**src/rtl/cmpchg_pkg.sv**
```systemverilog
package cmpchg_pkg;
  localparam int DATA_W   = 8;
  localparam int ADDR_W   = 2;
  localparam int NUM_CMP  = 2;
  localparam int MODE_W   = 3;
  localparam int GIE_BIT  = 7;
  localparam int PEIE_BIT = 6;

  localparam logic [ADDR_W-1:0] ADDR_CTRL = 2'd0;
  localparam logic [ADDR_W-1:0] ADDR_FLAG = 2'd1;
  localparam logic [ADDR_W-1:0] ADDR_INTC = 2'd2;
  localparam logic [ADDR_W-1:0] ADDR_CEN  = 2'd3;

  typedef struct packed {
    logic ctrlWr;
    logic ctrlTouch;
    logic flagWr;
    logic intcWr;
    logic cenWr;
  } strobe_t;
endpackage

```
**src/rtl/cmpchg_sync.sv**
```systemverilog
module cmpchg_sync #(
  parameter int WIDTH  = 2,
  parameter int STAGES = 2
) (
  input  logic             clk,
  input  logic             rstN,
  input  logic [WIDTH-1:0] asyncIn,
  output logic [WIDTH-1:0] syncOut
);
  for (genvar i = 0; i < WIDTH; i++) begin : g_bit
    logic [STAGES-1:0] chain;
    always_ff @(posedge clk or negedge rstN) begin
      if (!rstN) chain <= '0;
      else       chain <= {chain[STAGES-2:0], asyncIn[i]};
    end
    assign syncOut[i] = chain[STAGES-1];
  end
endmodule

```
**src/rtl/cmpchg_regctl.sv**
```systemverilog
module cmpchg_regctl
  import cmpchg_pkg::*;
(
  input  logic [ADDR_W-1:0]  addr,
  input  logic               rdEn,
  input  logic               wrEn,
  input  logic [MODE_W-1:0]  modeQ,
  input  logic [NUM_CMP-1:0] liveOut,
  input  logic               flagQ,
  input  logic               gieQ,
  input  logic               peieQ,
  input  logic               cieQ,
  output strobe_t            stb,
  output logic [DATA_W-1:0]  rdData
);
  always_comb begin
    stb           = '0;
    stb.ctrlWr    = wrEn && (addr == ADDR_CTRL);
    stb.ctrlTouch = (wrEn || rdEn) && (addr == ADDR_CTRL);
    stb.flagWr    = wrEn && (addr == ADDR_FLAG);
    stb.intcWr    = wrEn && (addr == ADDR_INTC);
    stb.cenWr     = wrEn && (addr == ADDR_CEN);
  end

  always_comb begin
    rdData = '0;
    if (rdEn) begin
      unique case (addr)
        ADDR_CTRL: begin
          rdData[DATA_W-1 -: NUM_CMP] = liveOut;
          rdData[MODE_W-1:0]          = modeQ;
        end
        ADDR_FLAG: rdData[0] = flagQ;
        ADDR_INTC: begin
          rdData[GIE_BIT]  = gieQ;
          rdData[PEIE_BIT] = peieQ;
        end
        default:   rdData[0] = cieQ;
      endcase
    end
  end
endmodule

```
**src/rtl/cmpchg_datapath.sv**
```systemverilog
module cmpchg_datapath
  import cmpchg_pkg::*;
(
  input  logic               clk,
  input  logic               rstN,
  input  strobe_t            stb,
  input  logic [DATA_W-1:0]  wrData,
  input  logic [NUM_CMP-1:0] liveSync,
  input  logic               sleepMode,
  output logic [MODE_W-1:0]  modeQ,
  output logic [NUM_CMP-1:0] liveOut,
  output logic               flagQ,
  output logic               gieQ,
  output logic               peieQ,
  output logic               cieQ,
  output logic               irqReq,
  output logic               wakeReq,
  output logic [NUM_CMP-1:0] cmpPowerDown
);
  logic [NUM_CMP-1:0] latQ;
  logic cmpActive, mismatch;

  assign cmpActive = (modeQ != '0) && (modeQ != '1);
  assign liveOut   = cmpActive ? liveSync : '0;
  assign mismatch  = cmpActive && (liveOut != latQ);

  always_ff @(posedge clk or negedge rstN) begin
    if (!rstN) begin
      modeQ <= '0;
      latQ  <= '0;
      flagQ <= 1'b0;
      gieQ  <= 1'b0;
      peieQ <= 1'b0;
      cieQ  <= 1'b0;
    end else begin
      if (stb.ctrlWr) modeQ <= wrData[MODE_W-1:0];
      if (!cmpActive)         latQ <= '0;
      else if (stb.ctrlTouch) latQ <= liveOut;
      if (mismatch)         flagQ <= 1'b1;
      else if (stb.flagWr)  flagQ <= wrData[0];
      if (stb.intcWr) begin
        gieQ  <= wrData[GIE_BIT];
        peieQ <= wrData[PEIE_BIT];
      end
      if (stb.cenWr) cieQ <= wrData[0];
    end
  end

  assign irqReq  = flagQ && cieQ && peieQ && gieQ;
  assign wakeReq = sleepMode && cmpActive && flagQ && cieQ && peieQ;

  for (genvar i = 0; i < NUM_CMP; i++) begin : g_pd
    assign cmpPowerDown[i] = !rstN || !cmpActive;
  end


  mismatch_sets_flag_chk: assert property (@(posedge clk) disable iff (!rstN)
    mismatch |=> flagQ);

  hw_set_wins_chk: assert property (@(posedge clk) disable iff (!rstN)
    (mismatch && stb.flagWr && !wrData[0]) |=> flagQ);

  touch_loads_snapshot_chk: assert property (@(posedge clk) disable iff (!rstN)
    (stb.ctrlTouch && cmpActive) |=> (latQ == $past(liveOut)));

  off_holds_flag_chk: assert property (@(posedge clk) disable iff (!rstN)
    (!cmpActive && !stb.flagWr) |=> $stable(flagQ));

  wake_needs_sleep_chk: assert property (@(posedge clk) disable iff (!rstN)
    wakeReq |-> sleepMode);

  irq_needs_global_chk: assert property (@(posedge clk) disable iff (!rstN)
    irqReq |-> gieQ);

  reset_mode_chk: assert property (@(posedge clk)
    !rstN |-> (modeQ == '0 && !flagQ && (&cmpPowerDown)));
endmodule

```
**src/rtl/cmpchg_ctrl.sv**
```systemverilog
module cmpchg_ctrl
  import cmpchg_pkg::*;
#(
  parameter int SYNC_STAGES = 2
) (
  input  logic               clk,
  input  logic               rstN,
  input  logic [ADDR_W-1:0]  addr,
  input  logic               rdEn,
  input  logic               wrEn,
  input  logic [DATA_W-1:0]  wrData,
  output logic [DATA_W-1:0]  rdData,
  input  logic [NUM_CMP-1:0] cmpRaw,
  input  logic               sleepMode,
  output logic               irqReq,
  output logic               wakeReq,
  output logic [NUM_CMP-1:0] cmpPowerDown
);
  strobe_t            stb;
  logic [NUM_CMP-1:0] liveSync, liveOut;
  logic [MODE_W-1:0]  modeQ;
  logic               flagQ, gieQ, peieQ, cieQ;

  cmpchg_sync #(.WIDTH(NUM_CMP), .STAGES(SYNC_STAGES)) u_sync (
    .clk(clk), .rstN(rstN), .asyncIn(cmpRaw), .syncOut(liveSync));

  cmpchg_regctl u_regctl (
    .addr(addr), .rdEn(rdEn), .wrEn(wrEn), .modeQ(modeQ), .liveOut(liveOut),
    .flagQ(flagQ), .gieQ(gieQ), .peieQ(peieQ), .cieQ(cieQ),
    .stb(stb), .rdData(rdData));

  cmpchg_datapath u_dp (
    .clk(clk), .rstN(rstN), .stb(stb), .wrData(wrData), .liveSync(liveSync),
    .sleepMode(sleepMode), .modeQ(modeQ), .liveOut(liveOut), .flagQ(flagQ),
    .gieQ(gieQ), .peieQ(peieQ), .cieQ(cieQ), .irqReq(irqReq),
    .wakeReq(wakeReq), .cmpPowerDown(cmpPowerDown));
endmodule

```
**config.mk**
```make
export PLATFORM = sky130hd
export DESIGN_NAME = cmpchg_ctrl
export DESIGN_NICKNAME = d
export VERILOG_FILES = /design/src/rtl/cmpchg_pkg.sv /design/src/rtl/cmpchg_sync.sv /design/src/rtl/cmpchg_regctl.sv /design/src/rtl/cmpchg_datapath.sv /design/src/rtl/cmpchg_ctrl.sv
export SDC_FILE = /design/constraint.sdc
export NUM_CORES = 1
export LEC_CHECK = 0
export BUFFER_PORTS_ARGS = -buffer_cell sky130_fd_sc_hd__buf_2
export CAP_MARGIN = 20
export CORE_ASPECT_RATIO = 1.4
export CORE_MARGIN = 5
export CORE_UTILIZATION = 35
export CTS_CLUSTER_DIAMETER = 60
export DETAILED_ROUTE_END_ITERATION = 8
export SETUP_SLACK_MARGIN = 0.05
export SLEW_MARGIN = 25
export SYNTH_ARGS = -nofsm -noshare
export SYNTH_HDL_FRONTEND = slang
export SYNTH_SLANG_ARGS = --single-unit
```
**constraint.sdc**
```tcl
create_clock -name clk -period 1.1 [get_ports clk]
set_input_delay 0.22 -clock clk [delete_from_list [all_inputs] [get_ports clk]]
set_output_delay 0.22 -clock clk [all_outputs]
set_load 0.02 [all_outputs]
```
==> results.ini, run 1 <==
[worst_setup_path]
cp_slowest_cell=or3_4
cp.required_ns=0.88
crit_family=simple AND/OR/NAND/NOR gates
crit_type=reg2out
critical-path-max-stage-delay_ns=0.42
worstPathArrival_ns=1.43
r2r_slack_ns=-0.16
timing.critical_path.from_type=register
path_buf_inv=1
reg2regPathDepth=4
end_kind=output port
worstPathMaxFanout=4
cp_cell_sequence=or3_4 > nand4b_1 > a21oi_2 > buf_4
cp.depth=4

[sta]
setup_ws_ns=-0.545
max_freq_ghz=0.608
rsz0062_at_grt=true
tns_ns=-4.01
min_period_ns=1.65
hold_viol=0
fin_crit_sh_pct=150
setup_viol=12
drv_slew=0
finClkSkew_ns=0.00250

[cells_and_area]
final_cell_mix=buf_2, buf_4, dfrtp_1
final_util_pct=54.8
area_growth_pct=51.5
fillers=179
fin_area_um2=1060
antenna_cells=0
final_common_cell=buf_2
nets=119
drive_gt1_share_pct=58.4

[synthesis]
synth_warnings=0
avgSynthCellArea_um2=11.4
ys_seq_area_share_pct=46.7
syn_inst=61
ys_ff_latch=13
syn_area_um2=697
yosysUniqueCellTypes=25

[place]
place_hpwl_um=1310
dpl_cell_area_um2=930
io_buffers=22
globalplace.congestion=0.755

[floorplanning]
rows=19
io_pins=29
coreArea_um2=1930
die_h_um=62.8
dieArea_um2=3000
die_width_um=47.7
start_util_pct=36.2

[power]
power.leakage_nw=0.511
p_total_mw=1.42
peakVddDrop_mv=0.732
powerDensity_nw_per_um2=1350

[clocking]
cts.reportedPaths.clkPinSlew_ns=0.08
clock_sinks=13
root_buffer=clkbuf_4
cts_buffers=3
insertion_delay_ns=0.28
htree_levels=1
tritoncts=yes
cts_buffer_depth=2

[worst_hold_path]
hold_depth=1
hp-class=in2reg

[run_status]
outcome=finished, violations left
violations=negative setup slack

[drt]
vias_per_cell=4.97
vias=606
routedWlPerCell_um=13.7
drc=0
firstDrtPassIters=4
final_antenna_net_count=0
postRouteWirelength_um=1680
first_iter_violations=19

[global_routing]
grt_use_total_pct=12.6
overflow=0
antenna_found_initial=0
grt_max_degree=14
grt_pass1_wl_um=2660
grt_pass1_vias=594

[job]
maxCapViolCount=0

-- cell type report --
cell class | instances | area [um^2] | area share (%)
well taps | 21 | 26.3 | 2.49
multi-input cells | 45 | 383 | 36.3
flip-flops and latches | 13 | 325 | 30.8
clock buffers | 4 | 26.3 | 2.49
repair buffers | 39 | 295 | 28.0
-- report_power, final --
group,internal (mW),switching (mW),total [mW]
clock network,0.141,0.162,0.303
logic,0.293,0.239,0.532
registers,0.543,0.0436,0.586
-- registers in the layout, indices dropped and copies added, names as in the netlist --
register	count
u_dp.cieQ	1
u_dp.flagQ	1
u_dp.gieQ	1
u_dp.latQ	2
u_dp.modeQ	3
u_dp.peieQ	1
u_sync.g_bit.chain	4
-- routing by layer --
metal	GRT usage [%]	vias to the layer above	part of all wire, %
met5	0	-	0
met4	9.09	0	3.3
met3	2.02	5	6.2
met2	18.9	21	50
met1	15.3	287	40
li1	-	293	-
-- Yosys cell counts --
cell / number / area (um^2)
a21oi_1: 4 / 20.0
a22oi_1: 1 / 7.51
and3_2: 2 / 15.0
and4_1: 1 / 8.76
buf_4: 4 / 30.0
buf_6: 1 / 11.3
conb_1: 1 / 3.75
dfrtp_1: 13 / 325
mux2_2: 4 / 45.0
mux2_4: 3 / 45.0
mux2i_1: 1 / 10.0
nand2_1: 3 / 11.3
nand2_4: 1 / 11.3
nand2b_1: 1 / 6.26
nand3_1: 3 / 15.0
nand3b_1: 4 / 30.0
nand4_1: 1 / 6.26
nand4b_1: 2 / 17.5
nor2_1: 3 / 11.3
nor2_4: 1 / 11.3
nor2b_1: 1 / 6.26
o21ai_0: 1 / 5.00
o31ai_1: 2 / 15.0
or3_4: 1 / 11.3
xor2_1: 2 / 17.5
-- stage by stage --
| step | setup WS (ns) | hold WS [ns] | instances |
|---|---|---|---|
| after floorplan | -0.141 | -0.0756 | 63 |
| after CTS | -0.548 | 0.0322 | 122 |
| after global placement | -0.213 | 0.229 | 115 |
| after global routing | -0.597 | 0.0292 | 122 |
| after detailed placement | -0.232 | 0.233 | 115 |
| final | -0.545 | 0.0385 | 122 |
-- worst paths after layout --
kind                                     startpoint                        to
min reg2reg                u_sync.g_bit[1].chain[0]  u_sync.g_bit[1].chain[1]
max                                   u_dp.modeQ[0]                 rdData[7]
max reg2reg                           u_dp.modeQ[0]                u_dp.flagQ
min                                       cmpRaw[0]  u_sync.g_bit[0].chain[0]
min in group asynchronous                      rstN             u_dp.modeQ[1]
max in group asynchronous                      rstN             u_dp.modeQ[2]
-- cell families after synthesis --
logic type,share of synthesized area [%]
simple gates,23.2
mux,14.4
xor+xnor,2.51
buf+inv,5.92
other cells,0.538
compound gates,6.82
flops,46.7
-- timing repair --
item | CTS | global route
hold endpoints to repair | 13 | 0
setup endpoints to repair | 12 | 12
pin swaps | 2 | 1
buffers inserted | 2 | 1
hold buffers | 1 | 0
resized for setup | 17 | 6
(Power assumes the default switching activity.)
==> run 2: changes to the inputs <==
Settings changed: PLACE_DENSITY set to 0.61.
==> results.ini, run 2 (synthesized netlist as in run 1, its figures left out) <==
[cells_and_area]
largest_reg_flops=4
final_util_pct=54.3
area_growth_pct=50.1
largestRegisters=u_sync.g_bit.chain (4), u_dp.modeQ (3), u_dp.latQ (2)
fin_cells=119
drive_gt1_share_pct=59.2
final_cell_mix=buf_2, buf_6, dfrtp_1
antenna_cells=0
final_common_cell=buf_2
fillers=176
regMostFlops=u_sync.g_bit.chain
nets=116

[drt]
drc=0
vias=614
firstDrtPassIters=4
final_antenna_net_count=0
routedWlPerCell_um=13.0
postRouteWirelength_um=1550
first_iter_violations=8
vias_per_cell=5.16

[floorplanning]
start_util_pct=36.2
die_width_um=47.7
coreArea_um2=1930
die_h_um=62.8
io_pins=29
dieArea_um2=3000
rows=19

[sta]
rsz0062_at_grt=true
hold_viol=0
tns_ns=-4.10
finClkSkew_ns=0.00124
setup_ws_ns=-0.556
max_freq_ghz=0.604
min_period_ns=1.66
drv_slew=0
setup_viol=12
fin_crit_sh_pct=151

[worst_hold_path]
hp-class=in2reg
hold_end=u_sync.g_bit[1].chain[0]
hold_start=cmpRaw[1]
hold_depth=1

[global_routing]
grt_max_degree=14
overflow=0
grt_pass1_wl_um=2620
grt_use_total_pct=12.3
antenna_found_initial=0
grt_pass1_vias=610

[clocking]
clock_sinks=13
cts_buffers=3
cts_buffer_depth=2
root_buffer=clkbuf_4
htree_levels=1
insertion_delay_ns=0.28
cts.reportedPaths.clkPinSlew_ns=0.08
tritoncts=yes

[power]
powerDensity_nw_per_um2=1330
power_frac_seq_pct=42.6
p_clk_share_pct=21.2
peakVddDrop_mv=0.656
internal_power_mw=0.958
swShare_pct=31.2
power.leakage_nw=0.504
pwr-share-comb_pct=36.2
p_sw_mw=0.434

[worst_setup_path]
r2r-end=u_dp.flagQ
end_kind=output port
worstPathArrival_ns=1.44
r2r_slack_ns=-0.18
cp.required_ns=0.88
worstPathMaxFanout=4
timing.critical_path.from_type=register
cp_cell_sequence=or3_4 > nand4b_1 > a21oi_2 > buf_4
crit_type=reg2out
crit_family=simple AND/OR/NAND/NOR gates
critical-path-max-stage-delay_ns=0.42
timing.rr.start=u_dp.modeQ[0]
path_buf_inv=1
reg2regPathDepth=4
cp_slowest_cell=dfrtp_1

[run_status]
violations=negative setup slack
outcome=finished, violations left

[place]
globalplace.congestion=0.713
io_buffers=22
place_hpwl_um=1230
place_inst=113

[job]
maxCapViolCount=0

-- run 2: power by group through the flow --
| stage | clock network (mW) | registers, mW | logic, mW |
|---|---|---|---|
| after CTS | 0.312 | 0.590 | 0.498 |
| after detailed placement | 0 | 0.596 | 0.420 |
| after global placement | 0 | 0.594 | 0.417 |
| after floorplan | 0 | 0.592 | 0.260 |
| after global routing | 0.340 | 0.603 | 0.550 |
| final | 0.295 | 0.593 | 0.504 |
-- run 2: worst max path at each step --
stage             startpoint               to  slack, ns  cells past startpoint
6_report       u_dp.modeQ[0]        rdData[7]      -0.56                      4
5_1_grt        u_dp.modeQ[0]        rdData[6]      -0.62                      4
3_5_place_dp   u_dp.modeQ[1]        rdData[7]      -0.25                      4
3_3_place_gp   u_dp.modeQ[1]          wakeReq      -0.23                      4
2_1_floorplan  u_dp.modeQ[1]  cmpPowerDown[1]      -0.14                      3
4_1_cts        u_dp.modeQ[1]        rdData[7]      -0.56                      4
-- run 2: what timing repair did --
item | CTS | global route
setup endpoints to repair | 12 | 12
resized for setup | 20 | 5
pin swaps | 2 | 0
setup buffers | 3 | 0
hold buffers | 1 | 0
endpoints found under the hold margin | 13 | 0
-- run 2: cell type report --
class	count	area, um^2	share of cell area (%)
tap	21	26.3	2.51
multi-input combinational	45	380	36.4
clock buffer	3	22.5	2.15
timing repair buffer	36	287	27.4
sequential	13	325	31.1
clock inverter	1	5.00	0.478
-- run 2: through the flow --
step | power (mW) | hold slack, ns | setup slack (ns) | instance area [um^2]
after floorplan | 0.852 | -0.0756 | -0.141 | 733
final | 1.39 | 0.0402 | -0.556 | 1050
after CTS | 1.40 | 0.0276 | -0.563 | 1030
after global routing | 1.49 | 0.0227 | -0.616 | 1050
after detailed placement | 1.02 | 0.225 | -0.249 | 915
after global placement | 1.01 | 0.221 | -0.226 | 915
-- run 2: metal layers --
metal / wire length (um) / track usage, % / vias to the layer above
met4: 58 / 9.09 / 0
met2: 809 / 18.0 / 25
met3: 125 / 2.59 / 5
met1: 551 / 14.8 / 293
met5: 0 / 0 / -
li1: - / - / 291
-- run 2: worst register-to-register path, stage by stage (launching register included) --
cell and delay [ns]:
dfrtp_1 0.42, or3_4 0.40, nand2_1 0.12, buf_4 0.13, o21ai_0 0.09
==> run 3: changes to the inputs <==
Settings changed: PLACE_DENSITY 0.61 to 0.58.
Clock period 1.1 ns to 2.1 ns, I/O delays scaled along.
==> results.ini, run 3 (synthesized netlist as in run 1, its figures left out) <==
[drt]
postRouteWirelength_um=1450
vias_per_cell=5.08
final_antenna_net_count=0
firstDrtPassIters=4
first_iter_violations=23
vias=538
routedWlPerCell_um=13.7
drc=0

[global_routing]
grt_pass1_wl_um=2470
grt_pass1_vias=571
overflow=0
grt_max_degree=14
grt_use_total_pct=11.6
antenna_found_initial=0

[floorplanning]
die_width_um=47.7
dieArea_um2=3000
coreArea_um2=1930
rows=19
start_util_pct=36.2
die_h_um=62.8
io_pins=29

[sta]
finClkSkew_ns=0.000535
hold_viol=0
min_period_ns=1.87
setup_ws_ns=0.234
fin_crit_sh_pct=88.8
setup_viol=0
tns_ns=0
drv_slew=0
max_freq_ghz=0.536
rsz0062_at_grt=false

[clocking]
cts_buffer_depth=2
cts.reportedPaths.clkPinSlew_ns=0.07
root_buffer=clkbuf_4
postCtsSetupBuffers=0
clock_sinks=13
cts_resized=0
htree_levels=1
insertion_delay_ns=0.26
cts_hold_buf=0
tritoncts=yes
cts_buffers=3

[job]
maxCapViolCount=0

[cells_and_area]
area_growth_pct=19.6
antenna_cells=0
nets=103
largest_reg_flops=4
fillers=199
multi_input_area_um2=338
regMostFlops=u_sync.g_bit.chain
final_util_pct=43.3
drive_gt1_share_pct=44.7
final_common_cell=buf_2
final_cell_mix=buf_2, dfrtp_1, a21oi_1, mux2_2, nand3b_1
seq_area_um2=325
largestRegisters=u_sync.g_bit.chain (4), u_dp.modeQ (3), u_dp.latQ (2)

[place]
dp_slack_ns=0.336
io_buffers=22
globalplace.congestion=0.673

[power]
p_clk_share_pct=23.2
powerDensity_nw_per_um2=748
p_sw_mw=0.189
power_frac_seq_pct=50.6
swShare_pct=30.3
pwr-share-comb_pct=26.2
peakVddDrop_mv=0.444
power.leakage_nw=0.419
internal_power_mw=0.434

[worst_setup_path]
worstPathMaxFanout=4
cp.required_ns=1.68
crit_type=reg2out
worstPathArrival_ns=1.45
timing.critical_path.from_type=register
end_kind=output port

[worst_hold_path]
hp-class=in2async

[run_status]
outcome=finished, final reports clean

run 3: routing by layer:
layer | up-vias | global-route usage (%) | part of all wire (%)
li1 | 262 | - | -
met1 | 255 | 13.5 | 39
met2 | 17 | 17.9 | 52
met3 | 4 | 2.02 | 5.7
met4 | 0 | 8.08 | 2.6
met5 | - | 0 | 0
run 3: worst paths after layout:
path                                           from                       end  slack, ns  depth (start not counted)
max                                   u_dp.modeQ[1]                   wakeReq       0.23                          4
min                                            rstN  u_sync.g_bit[0].chain[1]       0.10                          2
max reg2reg                           u_dp.modeQ[1]                u_dp.flagQ       0.92                          3
min reg2reg                u_sync.g_bit[1].chain[0]  u_sync.g_bit[1].chain[1]       0.35                          0
max in group asynchronous                      rstN              u_dp.latQ[0]       1.84                          2
min in group clk                          cmpRaw[1]  u_sync.g_bit[1].chain[0]       0.26                          1
run 3: final cells by class:
cell class | count | area share, %
clock buffer | 4 | 3.15
multi-input combinational | 45 | 40.5
sequential | 13 | 39.0
tap | 21 | 3.15
timing repair buffer | 23 | 14.1
run 3: stage by stage:
| step | power (mW) | hold WS (ns) | area [um^2] | cells |
|---|---|---|---|---|
| after floorplan | 0.434 | 0.124 | 704 | 63 |
| after global placement | 0.482 | 0.332 | 807 | 102 |
| after detailed placement | 0.485 | 0.336 | 807 | 102 |
| after CTS | 0.632 | 0.106 | 833 | 106 |
| after global routing | 0.670 | 0.109 | 833 | 106 |
| final | 0.623 | 0.104 | 833 | 106 |
run 3: power groups by stage:
stage               logic, mW  registers [mW]  clock network [mW]
global placement        0.162           0.319                   0
finish                  0.163           0.315               0.145
detailed placement      0.164           0.320                   0
global route            0.181           0.321               0.168
CTS                     0.165           0.316               0.151
floorplan               0.123           0.310                   0
run 3: critical path, stage by stage (launching register included):
cell,delay [ns]
dfrtp_1,0.40
or3_4,0.41
nand2_1,0.15
nor2_1,0.06
buf_2,0.15
